==> src/rtl/pause_holdoff_pkg.sv <==
package pause_holdoff_pkg;
  localparam int WORD_W = 16;
  localparam int QW     = 16;
  localparam logic [WORD_W-1:0] DA_W0   = 16'h0180;
  localparam logic [WORD_W-1:0] DA_W1   = 16'hC200;
  localparam logic [WORD_W-1:0] DA_W2   = 16'h0001;
  localparam logic [WORD_W-1:0] CTL_TYPE = 16'h8808;
  localparam logic [WORD_W-1:0] OPC_PAUSE = 16'h0001;
  localparam int POS_TYPE   = 6;
  localparam int POS_OPC    = 7;
  localparam int POS_QUANTA = 8;
  localparam int IDX_W      = 4;
endpackage

==> src/rtl/pause_frame_parser.sv <==
module pause_frame_parser
  import pause_holdoff_pkg::*;
(
  input  logic              clk,
  input  logic              rst,
  input  logic              rx_valid,
  input  logic              rx_sof,
  input  logic              rx_eof,
  input  logic [WORD_W-1:0] rx_word,
  input  logic              rx_crc_good,
  output logic              apply_o,
  output logic [QW-1:0]     quanta_o
);
  localparam logic [IDX_W-1:0] IDX_SAT = IDX_W'(POS_QUANTA + 1);

  logic             in_frame;
  logic [IDX_W-1:0] idx;
  logic             good;
  logic [QW-1:0]    qcap;

  logic [IDX_W-1:0] idx_now;
  logic             word_ok, good_now, active, accept;
  logic [QW-1:0]    q_now;

  always_comb begin
    idx_now = rx_sof ? '0 : idx;
    case (idx_now)
      IDX_W'(0):          word_ok = (rx_word == DA_W0);
      IDX_W'(1):          word_ok = (rx_word == DA_W1);
      IDX_W'(2):          word_ok = (rx_word == DA_W2);
      IDX_W'(POS_TYPE):   word_ok = (rx_word == CTL_TYPE);
      IDX_W'(POS_OPC):    word_ok = (rx_word == OPC_PAUSE);
      default:            word_ok = 1'b1;
    endcase
    good_now = (rx_sof ? 1'b1 : good) && word_ok;
    active   = rx_valid && (rx_sof || in_frame);
    q_now    = (idx_now == IDX_W'(POS_QUANTA)) ? rx_word[QW-1:0] : qcap;
    accept   = active && rx_eof && good_now && rx_crc_good &&
               (idx_now >= IDX_W'(POS_QUANTA));
  end

  always_ff @(posedge clk) begin
    if (rst) begin
      in_frame <= 1'b0;
      idx      <= '0;
      good     <= 1'b0;
      qcap     <= '0;
      apply_o  <= 1'b0;
      quanta_o <= '0;
    end else begin
      apply_o <= accept;
      if (accept) quanta_o <= q_now;
      if (active) begin
        if (rx_eof) begin
          in_frame <= 1'b0;
        end else begin
          in_frame <= 1'b1;
          idx      <= (idx_now == IDX_SAT) ? IDX_SAT : idx_now + 1'b1;
          good     <= good_now;
          qcap     <= q_now;
        end
      end
    end
  end


  bad_crc_no_apply_chk: assert property (@(posedge clk) disable iff (rst)
    (rx_valid && rx_eof && !rx_crc_good) |=> !apply_o);

  apply_single_chk: assert property (@(posedge clk) disable iff (rst)
    apply_o |=> !apply_o);
endmodule

==> src/rtl/holdoff_timer.sv <==
module holdoff_timer
  import pause_holdoff_pkg::*;
#(
  parameter int CYCLES_PER_QUANTA = 64
) (
  input  logic          clk,
  input  logic          rst,
  input  logic          load_i,
  input  logic [QW-1:0] quanta_i,
  output logic          hold_o
);
  localparam int SUB_W = (CYCLES_PER_QUANTA > 1) ? $clog2(CYCLES_PER_QUANTA) : 1;
  localparam logic [SUB_W-1:0] SUB_LAST = SUB_W'(CYCLES_PER_QUANTA - 1);

  logic [QW-1:0]    remaining;
  logic [SUB_W-1:0] sub;

  always_ff @(posedge clk) begin
    if (rst) begin
      remaining <= '0;
      sub       <= '0;
    end else if (load_i) begin
      remaining <= quanta_i;
      sub       <= '0;
    end else if (remaining != '0) begin
      if (sub == SUB_LAST) begin
        sub       <= '0;
        remaining <= remaining - 1'b1;
      end else begin
        sub <= sub + 1'b1;
      end
    end
  end

  assign hold_o = (remaining != '0);


  load_nonzero_holds_chk: assert property (@(posedge clk) disable iff (rst)
    (load_i && quanta_i != '0) |=> hold_o);

  load_zero_releases_chk: assert property (@(posedge clk) disable iff (rst)
    (load_i && quanta_i == '0) |=> !hold_o);

  count_never_rises_chk: assert property (@(posedge clk) disable iff (rst)
    !load_i |=> remaining <= $past(remaining));
endmodule

==> src/rtl/tx_gate.sv <==
module tx_gate (
  input  logic clk,
  input  logic rst,
  input  logic hold_i,
  input  logic tx_busy_i,
  output logic tx_enable_o
);
  always_ff @(posedge clk) begin
    if (rst) tx_enable_o <= 1'b1;
    else if (!tx_busy_i) tx_enable_o <= !hold_i;
  end
endmodule

==> src/rtl/pause_holdoff.sv <==
module pause_holdoff
  import pause_holdoff_pkg::*;
#(
  parameter int CYCLES_PER_QUANTA = 64
) (
  input  logic        clk,
  input  logic        rst,
  input  logic        rx_valid,
  input  logic        rx_sof,
  input  logic        rx_eof,
  input  logic [15:0] rx_word,
  input  logic        rx_crc_good,
  input  logic        tx_busy,
  output logic        tx_enable,
  output logic        pause_seen,
  output logic [15:0] pause_quanta
);
  logic hold;

  pause_frame_parser u_parser (
    .clk(clk), .rst(rst), .rx_valid(rx_valid), .rx_sof(rx_sof),
    .rx_eof(rx_eof), .rx_word(rx_word), .rx_crc_good(rx_crc_good),
    .apply_o(pause_seen), .quanta_o(pause_quanta)
  );

  holdoff_timer #(.CYCLES_PER_QUANTA(CYCLES_PER_QUANTA)) u_timer (
    .clk(clk), .rst(rst), .load_i(pause_seen), .quanta_i(pause_quanta),
    .hold_o(hold)
  );

  tx_gate u_gate (
    .clk(clk), .rst(rst), .hold_i(hold), .tx_busy_i(tx_busy),
    .tx_enable_o(tx_enable)
  );


  tx_enable_frozen_chk: assert property (@(posedge clk) disable iff (rst)
    ($past(tx_busy) && !$past(rst)) |-> $stable(tx_enable));
endmodule

==> config.mk <==
export PLATFORM = sky130hd
export DESIGN_NAME = pause_holdoff
export DESIGN_NICKNAME = d
export VERILOG_FILES = /design/src/rtl/pause_holdoff_pkg.sv /design/src/rtl/pause_frame_parser.sv /design/src/rtl/holdoff_timer.sv /design/src/rtl/tx_gate.sv /design/src/rtl/pause_holdoff.sv
export SDC_FILE = /design/constraint.sdc
export NUM_CORES = 1
export LEC_CHECK = 0
export ABC_AREA = 1
export BUFFER_PORTS_ARGS = -buffer_cell sky130_fd_sc_hd__buf_2
export CORE_MARGIN = 2
export CORE_UTILIZATION = 32
export CTS_CLUSTER_SIZE = 10
export DETAILED_ROUTE_END_ITERATION = 10
export GPL_TIMING_DRIVEN = 0
export PLACE_DENSITY_LB_ADDON = 0.15
export SETUP_SLACK_MARGIN = 0.1
export SKIP_CTS_REPAIR_TIMING = 1
export SYNTH_ARGS = -nofsm -noshare
export SYNTH_HDL_FRONTEND = slang
export SYNTH_SLANG_ARGS = --single-unit
==> constraint.sdc <==
create_clock -name clk -period 1.78 [get_ports clk]
set_input_delay 0.178 -clock clk [delete_from_list [all_inputs] [get_ports clk]]
set_output_delay 0.178 -clock clk [all_outputs]
set_load 0.005 [all_outputs]
==> results by group <==
STA
  • Setup-failing EPs final: 11
  • Setup WS post-layout: -0.0403 ns
  • Post-route clock period utilization: 102%
  • Slew at the pin closest to its max-slew limit: 0.816 ns
  • Slew margin rel.: 45.6%
  • Final min period: 1.82 ns
  • Hold slack: 0.0345 ns
  • Clk_skew: ~0.011 ns
  • Unrepaired setup endpoints after global routing: yes
  • Pins Over Slew Limit: 0
  • Final Hold Vio Count: 0
  • Highest Clock Rate: 0.549 GHz

Detailed routing
  • Iter 0 DRT Violations: 84
  • Via/cell ratio: 4.80
  • DRC errors left: 0
  • First-pass DRT Iterations: 4
  • Per-cell routed wire length: 13.7 um
  • Via Count: about 3300
  • Routed Antenna Nets: 0
  • Routed wire length: ~9.4 mm

Synthesis
  • Synth Register Bits: 62
  • Synth Flop Type: dfxtp_1
  • Post-synth EDFFs: 0
  • Seq/Total Area, Yosys: a little under two fifths
  • Syn Nets: slightly below 500
  • Ys async rst share: 0%
  • Unique masters post-synth: 36
  • Synth Warn #: 0
  • Syn Area/Cell: 7.03 sq um
  • Post-Synthesis Cells: 472
  • Post-Syn Area: 3320 sq um

Setup path
  • Crit-path slowest cell: dfxtp_4
  • Crit Path Max Fanout: 5
  • Reg2Reg Launch Point: u_parser.idx[2]
  • FF-to-FF End: u_parser.quanta_o[11]
  • Crit path capture: u_parser.quanta_o[11]
  • FF-to-FF setup slack: -0.04 ns
  • Kind of critical path: reg2reg
  • Worst path required time: about 2.1 ns
  • CP arrival: 2.10 ns
  • Crit path from: u_parser.idx[2]
  • Critical path startpoint category: flip-flop
  • Crit end category: flip-flop
  • Crit path largest cell delay: 0.40 ns
  • R2R depth: 13
  • Critical-path cell list: nand2_4 > nor2_4 > nand2_4 > nand3_2 > nand3_2 > nor2_2 > nand3_2 > nand2_4 > nand3_4 > clkbuf_16 > nand2_2 > inv_2 > nor2_1

Clock tree
  • Clock-pin slew on the worst setup and hold paths: 0.07 ns
  • CTS Sinks: 62
  • CTS tree: yes
  • CTS max path bufs: 2
  • Htree depth: 3
  • Num CTS Buffers: 9
  • Root Buffer: clkbuf_8
  • Worst-skew pair later-pin latency: approximately 0.34 ns

Placed design
  • Post-detail-place hpwl: 6.44 mm
  • Gpl congestion: roughly 0.86
  • IO buf count: 39
  • Area after DPL: approximately 3700 sq um
  • Dpl cells: 647

Hold path
  • Class of the worst hold path: in2reg

Floorplan
  • Die Wd: 106 um
  • Die H: 106 um
  • Starting Density: 32.6%
  • Core area: 10200 sq um
  • I/O Pins: 41
  • Die Area: 11200 sq um
  • Row count: 37

Global route
  • Largest net degree at the start of global routing: 11
  • Antenna violations before repair: 0
  • First-pass GRT wire length: 14.3 mm
  • GRT Overall Usage: 16.3%
  • GRT Residual Overflow: 0
  • Vias in the first global route: 2993

Pwr
  • Power density cells: 610 nW/um^2
  • Total power: 2.77 mW
  • Worst VDD drop: 277 uV
  • Pleak: between 2 and 2.5 nW

Final layout
  • Fin cells: around 680
  • Fin nets: 570
  • P&R area growth vs syn: 37.0%
  • Final instance area: 4550 sq um
  • Antenna diodes: 0
  • Final core utilization: 44.7%
  • Layout cells sized above 1: 38.5%

Outcome
  • Failing checks: setup timing
  • Outcome: finished with violations

Run
  • Max-cap viol count: 0
-- routing by layer --
layer | global-route usage, % | part of all wire [%] | up-vias | wire length [um]
met5 | 0 | 0 | - | 0
met4 | 5.36 | 1.6 | 0 | 155
met3 | 4.27 | 4.4 | 18 | 412
met2 | 28.1 | 49 | 62 | 4620
met1 | 19.8 | 45 | 1520 | 4210
li1 | - | - | 1680 | -
-- flip-flops by register name, summed over array words and instances, names as in the netlist --
register and cells:
u_gate.tx_enable_o 1, u_parser.apply_o 1, u_parser.good 1, u_parser.idx 4, u_parser.in_frame 1, u_parser.qcap 16, u_parser.quanta_o 16, u_timer.remaining 16
u_timer.sub 6
-- cells in the final DEF (no fill, tap or decap), types with 10 or more instances in the layout --
cell type,n
a21oi_1,16
a21oi_2,10
buf_2,39
buf_4,19
clkbuf_1,11
clkbuf_8,10
dfxtp_1,49
inv_1,54
inv_2,11
mux2i_1,11
nand2_1,73
nand2_2,29
nand2_4,13
nand4_1,17
nor2_1,36
nor2_4,15
o211ai_1,16
-- how the worst min path moves through the flow --
stage | from | to | slack (ns) | cells after the start
after floorplan | tx_busy | u_gate.tx_enable_o | 0.29 | 1
after global placement | tx_busy | u_gate.tx_enable_o | 0.39 | 2
after detailed placement | tx_busy | u_gate.tx_enable_o | 0.39 | 2
after CTS | tx_busy | u_gate.tx_enable_o | 0.03 | 2
after global routing | tx_busy | u_gate.tx_enable_o | 0.03 | 2
final | tx_busy | u_gate.tx_enable_o | 0.03 | 2
-- logic make-up (layout without fill, tap and decap cells) --
kind of cell,count (synthesis),after routing,synth area share (%)
flops,62,62,37.4
simple gates,219,219,29.6
buf+inv,85,161,10.2
mux,15,15,4.52
xor+xnor,14,14,3.69
compound gates,75,75,13.8
fa+ha+maj,2,2,0.754
-- through the flow --
step           setup WS (ns)  TNS [ns]
3_5_place_dp          -0.286     -7.88
2_1_floorplan          0.145         0
4_1_cts               -0.300     -8.75
6_report             -0.0403    -0.171
5_1_grt               -0.131     -2.22
3_3_place_gp          -0.260     -6.53
-- cell type report --
class                      instances  area (sq um)
sequential                        62          1280
timing repair buffer              62           400
inverter                          65           244
clock buffer                      12           145
multi-input combinational        325          2190
fill                            1090          5640
tap                              136           170
buffer                            20           115
clock inverter                     2          10.0
-- worst max-delay path: cells and delay by family (launching register included) --
| kind | cells | cell delay, ns |
|---|---|---|
| buffers and inverters | 2 | 0.23 |
| AND/OR/NAND/NOR | 11 | 1.12 |
| flip-flops | 1 | 0.40 |
-- synth_stat cells (2+ instances only) --
cell type / n / share of area (%)
a31oi_1: 2 / 0.38
a21oi_1: 26 / 3.9
buf_6: 2 / 0.68
xnor2_1: 6 / 1.6
buf_2: 3 / 0.45
a22oi_1: 12 / 2.7
nand2_2: 9 / 1.7
or2_2: 3 / 0.57
nor2_2: 6 / 1.1
inv_2: 7 / 0.79
ha_1: 2 / 0.75
dfxtp_1: 62 / 37
o21ai_1: 4 / 0.60
nand4_1: 17 / 3.2
nor2_1: 53 / 6.0
o21ai_0: 11 / 1.7
inv_1: 58 / 6.6
o211ai_1: 16 / 3.6
clkbuf_1: 14 / 1.6
nand3_1: 11 / 1.7
nand2_1: 105 / 12
mux2i_1: 15 / 4.5
xor2_1: 8 / 2.1
nor3_1: 8 / 1.2
-- report_power, final --
part	total, mW	switching (mW)	internal (mW)
Combinational	0.280	0.178	0.102
Sequential	1.43	0.0230	1.41
Clock	1.06	0.538	0.524
Note: power is estimated with default switching activity, not from simulation.
